==> src/rtl/strip_hit_pkg.sv <==
package strip_hit_pkg;

    localparam int LANES     = 8;
    localparam int LANE_BITS = 8;
    localparam int PAT_W     = LANES * LANE_BITS;
    localparam int LOC_W     = $clog2(PAT_W);
    localparam int CHIP_W    = 2;
    localparam int GADDR_W   = 1 + CHIP_W + LOC_W;
    localparam int TS_W      = 32;

    typedef logic [PAT_W-1:0]   pattern_t;
    typedef logic [TS_W-1:0]    stamp_t;
    typedef logic [LOC_W-1:0]   local_t;
    typedef logic [GADDR_W-1:0] gaddr_t;

    typedef struct packed {
        logic     valid;
        stamp_t   ts;
        pattern_t hits;
    } slice_t;

    typedef struct packed {
        stamp_t ts;
        gaddr_t addr;
        logic   last;
    } hit_word_t;

    // index of the lowest set bit (0 when none)
    function automatic local_t lowest_hit(input pattern_t p);
        local_t idx;
        idx = '0;
        for (int i = PAT_W - 1; i >= 0; i--) begin
            if (p[i]) idx = local_t'(i);
        end
        return idx;
    endfunction

    function automatic pattern_t clear_lowest(input pattern_t p);
        return p & (p - pattern_t'(1));
    endfunction

    function automatic gaddr_t make_gaddr(input logic side, input logic [CHIP_W-1:0] chip,
                                          input local_t loc);
        return {side, chip, loc};
    endfunction

endpackage

==> src/rtl/lane_deser.sv <==
module lane_deser
    import strip_hit_pkg::*;
(
    input  logic             clk,
    input  logic             rst,
    input  logic [LANES-1:0] lane_i,
    input  logic             frame_i,
    input  stamp_t           ts_i,
    output slice_t           cap_o
);
    pattern_t assembled;

    for (genvar k = 0; k < LANES; k++) begin : g_lane
        logic [LANE_BITS-2:0] shreg;

        always_ff @(posedge clk) begin
            if (rst) shreg <= '0;
            else     shreg <= {shreg[LANE_BITS-3:0], lane_i[k]};
        end

        // earliest bit lands in the byte MSB
        assign assembled[k*LANE_BITS +: LANE_BITS] = {shreg, lane_i[k]};
    end

    always_comb begin
        cap_o.valid = frame_i;
        cap_o.ts    = ts_i;
        cap_o.hits  = assembled;
    end
endmodule

==> src/rtl/slice_backlog.sv <==
module slice_backlog
    import strip_hit_pkg::*;
(
    input  logic   clk,
    input  logic   rst,
    input  slice_t cap_i,
    input  logic   take_i,
    output slice_t bk_o,
    output logic   ovf_o
);
    slice_t bk_q;
    logic   ovf_q;
    logic   incoming;
    logic   accept;

    assign incoming = cap_i.valid && (cap_i.hits != '0);
    assign accept   = incoming && (!bk_q.valid || take_i);

    always_ff @(posedge clk) begin
        if (rst) begin
            bk_q  <= '0;
            ovf_q <= 1'b0;
        end else begin
            ovf_q <= incoming && bk_q.valid && !take_i;
            if (accept) begin
                bk_q.valid <= 1'b1;
                bk_q.ts    <= cap_i.ts;
                bk_q.hits  <= cap_i.hits;
            end else if (take_i) begin
                bk_q.valid <= 1'b0;
            end
        end
    end

    assign bk_o  = bk_q;
    assign ovf_o = ovf_q;
endmodule

==> src/rtl/hit_encoder.sv <==
module hit_encoder
    import strip_hit_pkg::*;
#(
    parameter logic              SIDE_ID = 1'b0,
    parameter logic [CHIP_W-1:0] CHIP_ID = '0
) (
    input  logic      clk,
    input  logic      rst,
    input  slice_t    bk_i,
    output logic      take_o,
    output logic      valid_o,
    input  logic      ready_i,
    output hit_word_t word_o
);
    pattern_t mask_q;
    stamp_t   ts_q;
    pattern_t rest;
    logic     fire;

    assign valid_o = (mask_q != '0);
    assign fire    = valid_o && ready_i;
    assign rest    = fire ? clear_lowest(mask_q) : mask_q;
    assign take_o  = (rest == '0) && bk_i.valid;

    always_ff @(posedge clk) begin
        if (rst) begin
            mask_q <= '0;
            ts_q   <= '0;
        end else if (take_o) begin
            mask_q <= bk_i.hits;
            ts_q   <= bk_i.ts;
        end else begin
            mask_q <= rest;
        end
    end

    always_comb begin
        word_o.ts   = ts_q;
        word_o.addr = make_gaddr(SIDE_ID, CHIP_ID, lowest_hit(mask_q));
        word_o.last = (clear_lowest(mask_q) == '0);
    end
endmodule

==> src/rtl/strip_hit_decoder.sv <==
module strip_hit_decoder
    import strip_hit_pkg::*;
#(
    parameter logic              SIDE_ID = 1'b0,
    parameter logic [CHIP_W-1:0] CHIP_ID = '0
) (
    input  logic               clk,
    input  logic               rst,
    input  logic [LANES-1:0]   lane_i,
    input  logic               frame_i,
    input  logic [TS_W-1:0]    ts_i,
    output logic               out_valid,
    input  logic               out_ready,
    output logic [TS_W-1:0]    out_ts,
    output logic [GADDR_W-1:0] out_addr,
    output logic               out_last,
    output logic               overflow_o
);
    slice_t    cap;
    slice_t    bk;
    logic      take;
    logic      bk_valid;
    hit_word_t word;

    lane_deser u_deser (
        .clk     (clk),
        .rst     (rst),
        .lane_i  (lane_i),
        .frame_i (frame_i),
        .ts_i    (ts_i),
        .cap_o   (cap)
    );

    slice_backlog u_backlog (
        .clk    (clk),
        .rst    (rst),
        .cap_i  (cap),
        .take_i (take),
        .bk_o   (bk),
        .ovf_o  (overflow_o)
    );

    hit_encoder #(
        .SIDE_ID (SIDE_ID),
        .CHIP_ID (CHIP_ID)
    ) u_enc (
        .clk     (clk),
        .rst     (rst),
        .bk_i    (bk),
        .take_o  (take),
        .valid_o (out_valid),
        .ready_i (out_ready),
        .word_o  (word)
    );

    assign bk_valid = bk.valid;
    assign out_ts   = word.ts;
    assign out_addr = word.addr;
    assign out_last = word.last;
endmodule

==> config.mk <==
export PLATFORM = sky130hd
export DESIGN_NAME = strip_hit_decoder
export DESIGN_NICKNAME = d
export VERILOG_FILES = /design/src/rtl/strip_hit_pkg.sv /design/src/rtl/lane_deser.sv /design/src/rtl/slice_backlog.sv /design/src/rtl/hit_encoder.sv /design/src/rtl/strip_hit_decoder.sv
export SDC_FILE = /design/constraint.sdc
export NUM_CORES = 1
export LEC_CHECK = 0
export ABC_AREA = 1
export BUFFER_PORTS_ARGS = -buffer_cell sky130_fd_sc_hd__buf_2
export CAP_MARGIN = 20
export CELL_PAD_IN_SITES_DETAIL_PLACEMENT = 1
export CELL_PAD_IN_SITES_GLOBAL_PLACEMENT = 2
export CORE_UTILIZATION = 37
export CTS_CLUSTER_SIZE = 8
export DETAILED_ROUTE_END_ITERATION = 16
export PLACE_DENSITY = 0.85
export REMOVE_ABC_BUFFERS = 1
export SLEW_MARGIN = 20
export SYNTH_ARGS = -nofsm -noshare
export SYNTH_HDL_FRONTEND = slang
export SYNTH_SLANG_ARGS = --single-unit
==> constraint.sdc <==
create_clock -name clk -period 11.5 [get_ports clk]
set_input_delay 1.15 -clock clk [delete_from_list [all_inputs] [get_ports clk]]
set_output_delay 1.15 -clock clk [all_outputs]
set_load 0.05 [all_outputs]
==> results of run 1 <==
metal layers:
| layer | up-vias | GRT usage, % | part of all wire [%] |
|---|---|---|---|
| li1 | 4854 | - | - |
| met5 | - | 0 | 0 |
| met1 | 4449 | 30.99 | 50 |
| met2 | 173 | 34.34 | 44 |
| met3 | 40 | 3.123 | 3.9 |
| met4 | 0 | 5.163 | 1.6 |
flip-flops by register name, indices dropped and copies added, names as in the netlist:
name	flops
u_backlog.bk_o	97
u_backlog.ovf_o	1
u_deser.g_lane.shreg	56
u_enc.mask_q	64
u_enc.ts_q	32
per-stage QoR:
step	util (%)	area, um^2	setup WS [ns]	std cells	hold WS [ns]
after detailed placement	39.86	11130	4.808	1879	0.4410
after CTS	43.32	12100	4.812	1921	0.4482
after global routing	43.33	12100	4.306	1921	0.4629
final	43.33	12100	4.900	1921	0.4420
after global placement	39.86	11130	4.911	1879	0.4394
after floorplan	-	10190	5.891	1411	0.4239
kinds of logic (layout without fill, tap and decap cells):
family	count (synthesis)	in the layout	synth area share, %
and+or+nand+nor	595	595	23.81
AOI/OAI and AO/OA	370	370	18.24
buffers and inverters	266	325	10.54
DFF	250	250	47.38
other	1	3	0.03550
worst paths after layout:
check | to | slack, ns | depth (start not counted)
setup / recovery | u_enc.mask_q[52] | 4.90 | 27
hold / removal | u_deser.g_lane[3].shreg[5] | 0.44 | 2
setup reg to reg | u_enc.mask_q[52] | 4.90 | 27
hold reg to reg | u_deser.g_lane[3].shreg[5] | 0.44 | 2
tightest hold or removal path: stages, from the launching register on:
cell     delay (ns)
dfxtp_1        0.30
inv_1          0.06
nor2_1         0.04
cell type report:
| class | instances | area, um^2 | share of cell area [%] |
|---|---|---|---|
| multi-input cells | 968 | 4456 | 36.81 |
| clock inverters | 3 | 22.52 | 0.1861 |
| repair buffers | 90 | 471.7 | 3.897 |
| well taps | 378 | 473.0 | 3.907 |
| clock buffers | 39 | 943.4 | 7.794 |
| inverters | 193 | 733.2 | 6.057 |
| flip-flops and latches | 250 | 5005 | 41.35 |
synth_stat cells, drive strengths merged:
cell | number | area, um^2
clkinv | 3 | 12.51
conb | 1 | 3.750
nor3b | 3 | 27.52
a2111oi | 3 | 26.28
a211oi | 2 | 15.01
a211o | 1 | 8.760
clkbuf | 40 | 150.1
dfxtp | 250 | 5005
o22ai | 10 | 62.56
inv | 190 | 715.7
nand3 | 9 | 50.05
o21ai | 200 | 1005
a21oi | 140 | 700.7
o2111ai | 4 | 35.03
nor2 | 372 | 1478
nor4b | 1 | 8.760
a21boi | 1 | 7.510
buf | 33 | 235.2
nor4 | 24 | 150.1
nor3 | 16 | 111.4
o31ai | 1 | 7.510
nand2 | 152 | 575.6
o311ai | 1 | 8.760
o21bai | 1 | 7.510
a31oi | 5 | 31.28
o41a | 1 | 11.26
nand4 | 17 | 106.4
or4 | 1 | 7.510
==> results.json, run 1 <==
{
  "numPortBuffers": 84,
  "grt_start_max_net_pins": 123,
  "wl_per_cell_um": 16.16,
  "grt_remaining_overflow": 0,
  "critPathKind": "reg -> reg",
  "clk_pin_slew_worst_paths_ns": 0.05,
  "post_cts_buffers": 0,
  "ios": 88,
  "nNetsFinal": 1584,
  "wirelength_um": 31050,
  "layout_commonest_cell": "nor2_1",
  "initial_core_util_pct": 37.82,
  "slew_violations": 0,
  "setup_viol": 0,
  "root_buffer": "clkbuf_16",
  "grt_pass1_wl_um": 50160,
  "crit_top_cell": "inv_2",
  "drtIter0Drc": 464,
  "finClkSkew_ns": 0.01247,
  "clock_latency_ns": 0.50,
  "gp_congestion": 0.8794,
  "drcViolationCount": 0,
  "finalCriticalPeriod_ns": 6.600,
  "syn2layout_area_growth_pct": 14.58,
  "synth_seq_area_share_pct": 47.38,
  "hold_buffers": 0,
  "avgViaCountPerCell": 4.954,
  "endpoint_kind": "flip-flop",
  "core_area_um2": 27930,
  "slew_headroom_pct": 42.02,
  "clockBufferDepth": 3,
  "drt_first_pass_iters": 5,
  "die_x_um": 171.0,
  "grt_pass1_vias": 9422,
  "cts_tree": "done",
  "vias": 9516,
  "syn_area_per_cell_um2": 7.128,
  "max_clock_freq_ghz": 0.1515,
  "drive_above_1_share_pct": 11.21,
  "drv_cap": 0,
  "syn_area_um2": 10560,
  "mostFrequentLayoutCells": "nor2_1, dfxtp_1, o21ai_0, inv_1, nand2_1",
  "grtUsageTotal_pct": 21.73,
  "antenna_cells": 0,
  "syn_inst": 1482,
  "status": "finished clean",
  "path_max_fanout": 67,
  "ys_seq_elements": 250,
  "finalHoldViolations": 0,
  "cp-start-kind": "flip-flop",
  "cts_htree_levels": 2,
  "antenna_found_initial": 0,
  "required_ns": 11.84,
  "min_path_type": "reg -> reg",
  "dp_hpwl_um": 22140,
  "worstHoldStart": "u_deser.g_lane[3].shreg[4]",
  "fin_crit_sh_pct": 57.39,
  "rows": 61,
  "worst_slew_pin_slew_ns": 0.8677,
  "clock_sinks": 250,
  "cts-resized-gates": 0,
  "ys_warn_count": 0,
  "tns_ns": 0,
  "fp.dieArea_um2": 29230,
  "num-fill-cells": 3562,
  "fp.dieH_um": 171.0,
  "grt_setup_unrepaired": "no",
  "crit_slowest_cell": "clkinv_1",
  "arrival_ns": 6.94,
  "ant_nets": 0,
  "max_stage_delay_ns": 0.74,
  "crit_start": "u_enc.mask_q[2]",
  "cp_top_family": "buffers and inverters",
  "timing.critical_path.buf_inv": 10,
  "rr_startpoint": "u_enc.mask_q[2]",
  "cts_buffers": 37,
  "ys_types": 45
}
Power of run 1 is not shown: default switching activity piles up to over one toggle a cycle in this logic, so the estimate is an artifact.
==> run 2, diff against run 1 <==
--- a/config.mk
+++ b/config.mk
@@ -10,10 +10,10 @@
 export CAP_MARGIN = 20
 export CELL_PAD_IN_SITES_DETAIL_PLACEMENT = 1
 export CELL_PAD_IN_SITES_GLOBAL_PLACEMENT = 2
-export CORE_UTILIZATION = 37
+export CORE_UTILIZATION = 31
 export CTS_CLUSTER_SIZE = 8
 export DETAILED_ROUTE_END_ITERATION = 16
-export PLACE_DENSITY = 0.85
+export PLACE_DENSITY = 0.76
 export REMOVE_ABC_BUFFERS = 1
 export SLEW_MARGIN = 20
 export SYNTH_ARGS = -nofsm -noshare
==> constraint.sdc (replaced) <==
create_clock -name clk -period 5.55 [get_ports clk]
set_input_delay 0.555 -clock clk [delete_from_list [all_inputs] [get_ports clk]]
set_output_delay 0.555 -clock clk [all_outputs]
set_load 0.05 [all_outputs]
==> run 2 against run 1 <==
Flip-flop and latch count unchanged; highest routed layer unchanged; critical path type is now reg -> out; design area up 1.9%; sequential share of layout area down 0.73 points; setup slack lost 4.5 ns; critical endpoint is now out_last; via count is 0.29% higher; non-clock buffer count rose by 12; critical path depth down 2; routed wire length rose by 5.6%.
==> results.json, run 2 (synthesis results as in run 1) <==
{
  "finClkSkew_ns": 0.01730,
  "wl_per_cell_um": 16.38,
  "ant_nets": 0,
  "die_x_um": 186.6,
  "multi_input_area_um2": 4477,
  "clk_pin_slew_worst_paths_ns": 0.05,
  "cp-start-kind": "flip-flop",
  "rr_startpoint": "u_enc.mask_q[0]",
  "drive_above_1_share_pct": 12.43,
  "core_area_um2": 33530,
  "clock_latency_ns": 0.51,
  "setup_viol": 0,
  "hold_ws_ns": 0.2910,
  "top_layer": "met4",
  "clockBufferDepth": 3,
  "worstHoldStart": "lane_i[6]",
  "dr_wl_met3_um": 999,
  "antenna_cells": 0,
  "wl_met2_um": 15470,
  "worstRegToRegCells": 35,
  "worst_slew_pin_slew_ns": 0.9230,
  "antenna_found_initial": 0,
  "dp_hpwl_um": 23290,
  "postLayoutCoreUtil_pct": 36.79,
  "finalHoldViolations": 0,
  "worstHoldEndpoint": "u_deser.g_lane[6].shreg[0]",
  "fin_crit_sh_pct": 93.58,
  "drcViolationCount": 0,
  "gp_congestion": 0.8429,
  "finalCriticalPeriod_ns": 5.194,
  "place_ws_ns": 0.5167,
  "drv_cap": 0,
  "numPortBuffers": 84,
  "arrival_ns": 4.64,
  "regArea_um2": 5011,
  "slew_violations": 0,
  "hold_buffers": 0,
  "syn2layout_area_growth_pct": 16.80,
  "max_clock_freq_ghz": 0.1925,
  "whs_path_depth": 3,
  "vias": 9544,
  "endpoint_kind": "output pin",
  "clock_sinks": 250,
  "slew_headroom_pct": 38.47,
  "fp.dieH_um": 186.6,
  "drt_first_pass_iters": 4,
  "grt_pass1_vias": 9794,
  "grt_pass1_wl_um": 53120,
  "drtIter0Drc": 448,
  "wl_met1_um": 15900,
  "reg2reg_slack_ns": 0.77,
  "root_buffer": "clkbuf_16",
  "nNetsFinal": 1596,
  "status": "finished clean",
  "avgViaCountPerCell": 4.770,
  "critPathKind": "reg -> out",
  "cts_tree": "done",
  "wirelength_um": 32780,
  "tns_ns": 0,
  "rows": 67,
  "grt_setup_unrepaired": "yes",
  "rr_endpoint": "u_backlog.bk_o[24]",
  "grt_remaining_overflow": 0,
  "mostFrequentLayoutCells": "nor2_1, dfxtp_1, o21ai_0, inv_1, nand2_1",
  "layout_commonest_cell": "nor2_1",
  "num-fill-cells": 4237,
  "largest_reg_flops": 97,
  "layout_setup_ws_ns": 0.3561,
  "cts_htree_levels": 2,
  "path_max_fanout": 6,
  "required_ns": 4.99,
  "ios": 88,
  "initial_core_util_pct": 31.50,
  "grtUsageTotal_pct": 18.87,
  "min_path_type": "in -> reg",
  "cts_buffers": 37,
  "fp.dieArea_um2": 34820,
  "grt_start_max_net_pins": 104
}
run 2: changes by cell type in the layout (fill, tap and decap cells not counted), sizes merged:
cell    previous run  this run
buf               90       102
clkbuf            39        37
run 2: worst max-delay path, stage by stage, from the launching register on:
cell and delay [ns]:
dfxtp_1 0.33, nor2_2 0.20, inv_2 0.06, nor2_2 0.11, inv_2 0.08, nor2_4 0.11
inv_2 0.08, nor2_2 0.10, inv_2 0.07, nor2_4 0.13, inv_4 0.08, nor2_8 0.12
inv_2 0.08, nor2_4 0.12, nand3_1 0.16, inv_1 0.17, nand2_1 0.10, nor3_2 0.20
inv_1 0.11, nor2_2 0.15, nand4_1 0.13, a211o_1 0.32, a2111oi_2 0.24, nand4_1 0.26
nor4_2 0.36, buf_4 0.26
run 2: layout make-up:
| cell class | count | share of cell area [%] |
|---|---|---|
| well taps | 448 | 4.543 |
| repair buffers | 102 | 4.898 |
| multi-input cells | 968 | 36.28 |
| flip-flops and latches | 250 | 40.61 |
| clock inverters | 3 | 0.2130 |
| inverters | 193 | 5.943 |
| clock buffers | 37 | 7.504 |
run 2: repair_timing:
action	in CTS	in global routing
resized for setup	1	15
setup buffers	0	1
endpoints found under the setup margin	1	2
pin swaps	0	6
run 2: per-layer routing:
| layer | up-vias | track usage (%) |
|---|---|---|
| li1 | 4866 | - |
| met1 | 4522 | 25.37 |
| met2 | 124 | 31.95 |
| met3 | 32 | 2.633 |
| met4 | 0 | 4.256 |
| met5 | - | 0 |
run 2: worst max-delay path by stage:
stage	from	to	slack, ns	cells past startpoint
CTS	u_enc.mask_q[0]	out_last	0.08	25
global route	u_enc.mask_q[62]	out_addr[0]	-0.19	64
floorplan	u_enc.mask_q[0]	u_backlog.bk_o[10]	-0.06	24
detailed placement	u_enc.mask_q[0]	out_last	0.52	25
finish	u_enc.mask_q[0]	out_last	0.36	25
global placement	u_enc.mask_q[0]	out_last	0.50	25
run 2: stage by stage:
step / area, um^2 / std cells
finish: 12340 / 2001
floorplan: 10190 / 1411
global placement: 11340 / 1960
detailed placement: 11340 / 1960
global route: 12340 / 2001
CTS: 12300 / 2000
Power of run 2 is left out for the same reason.
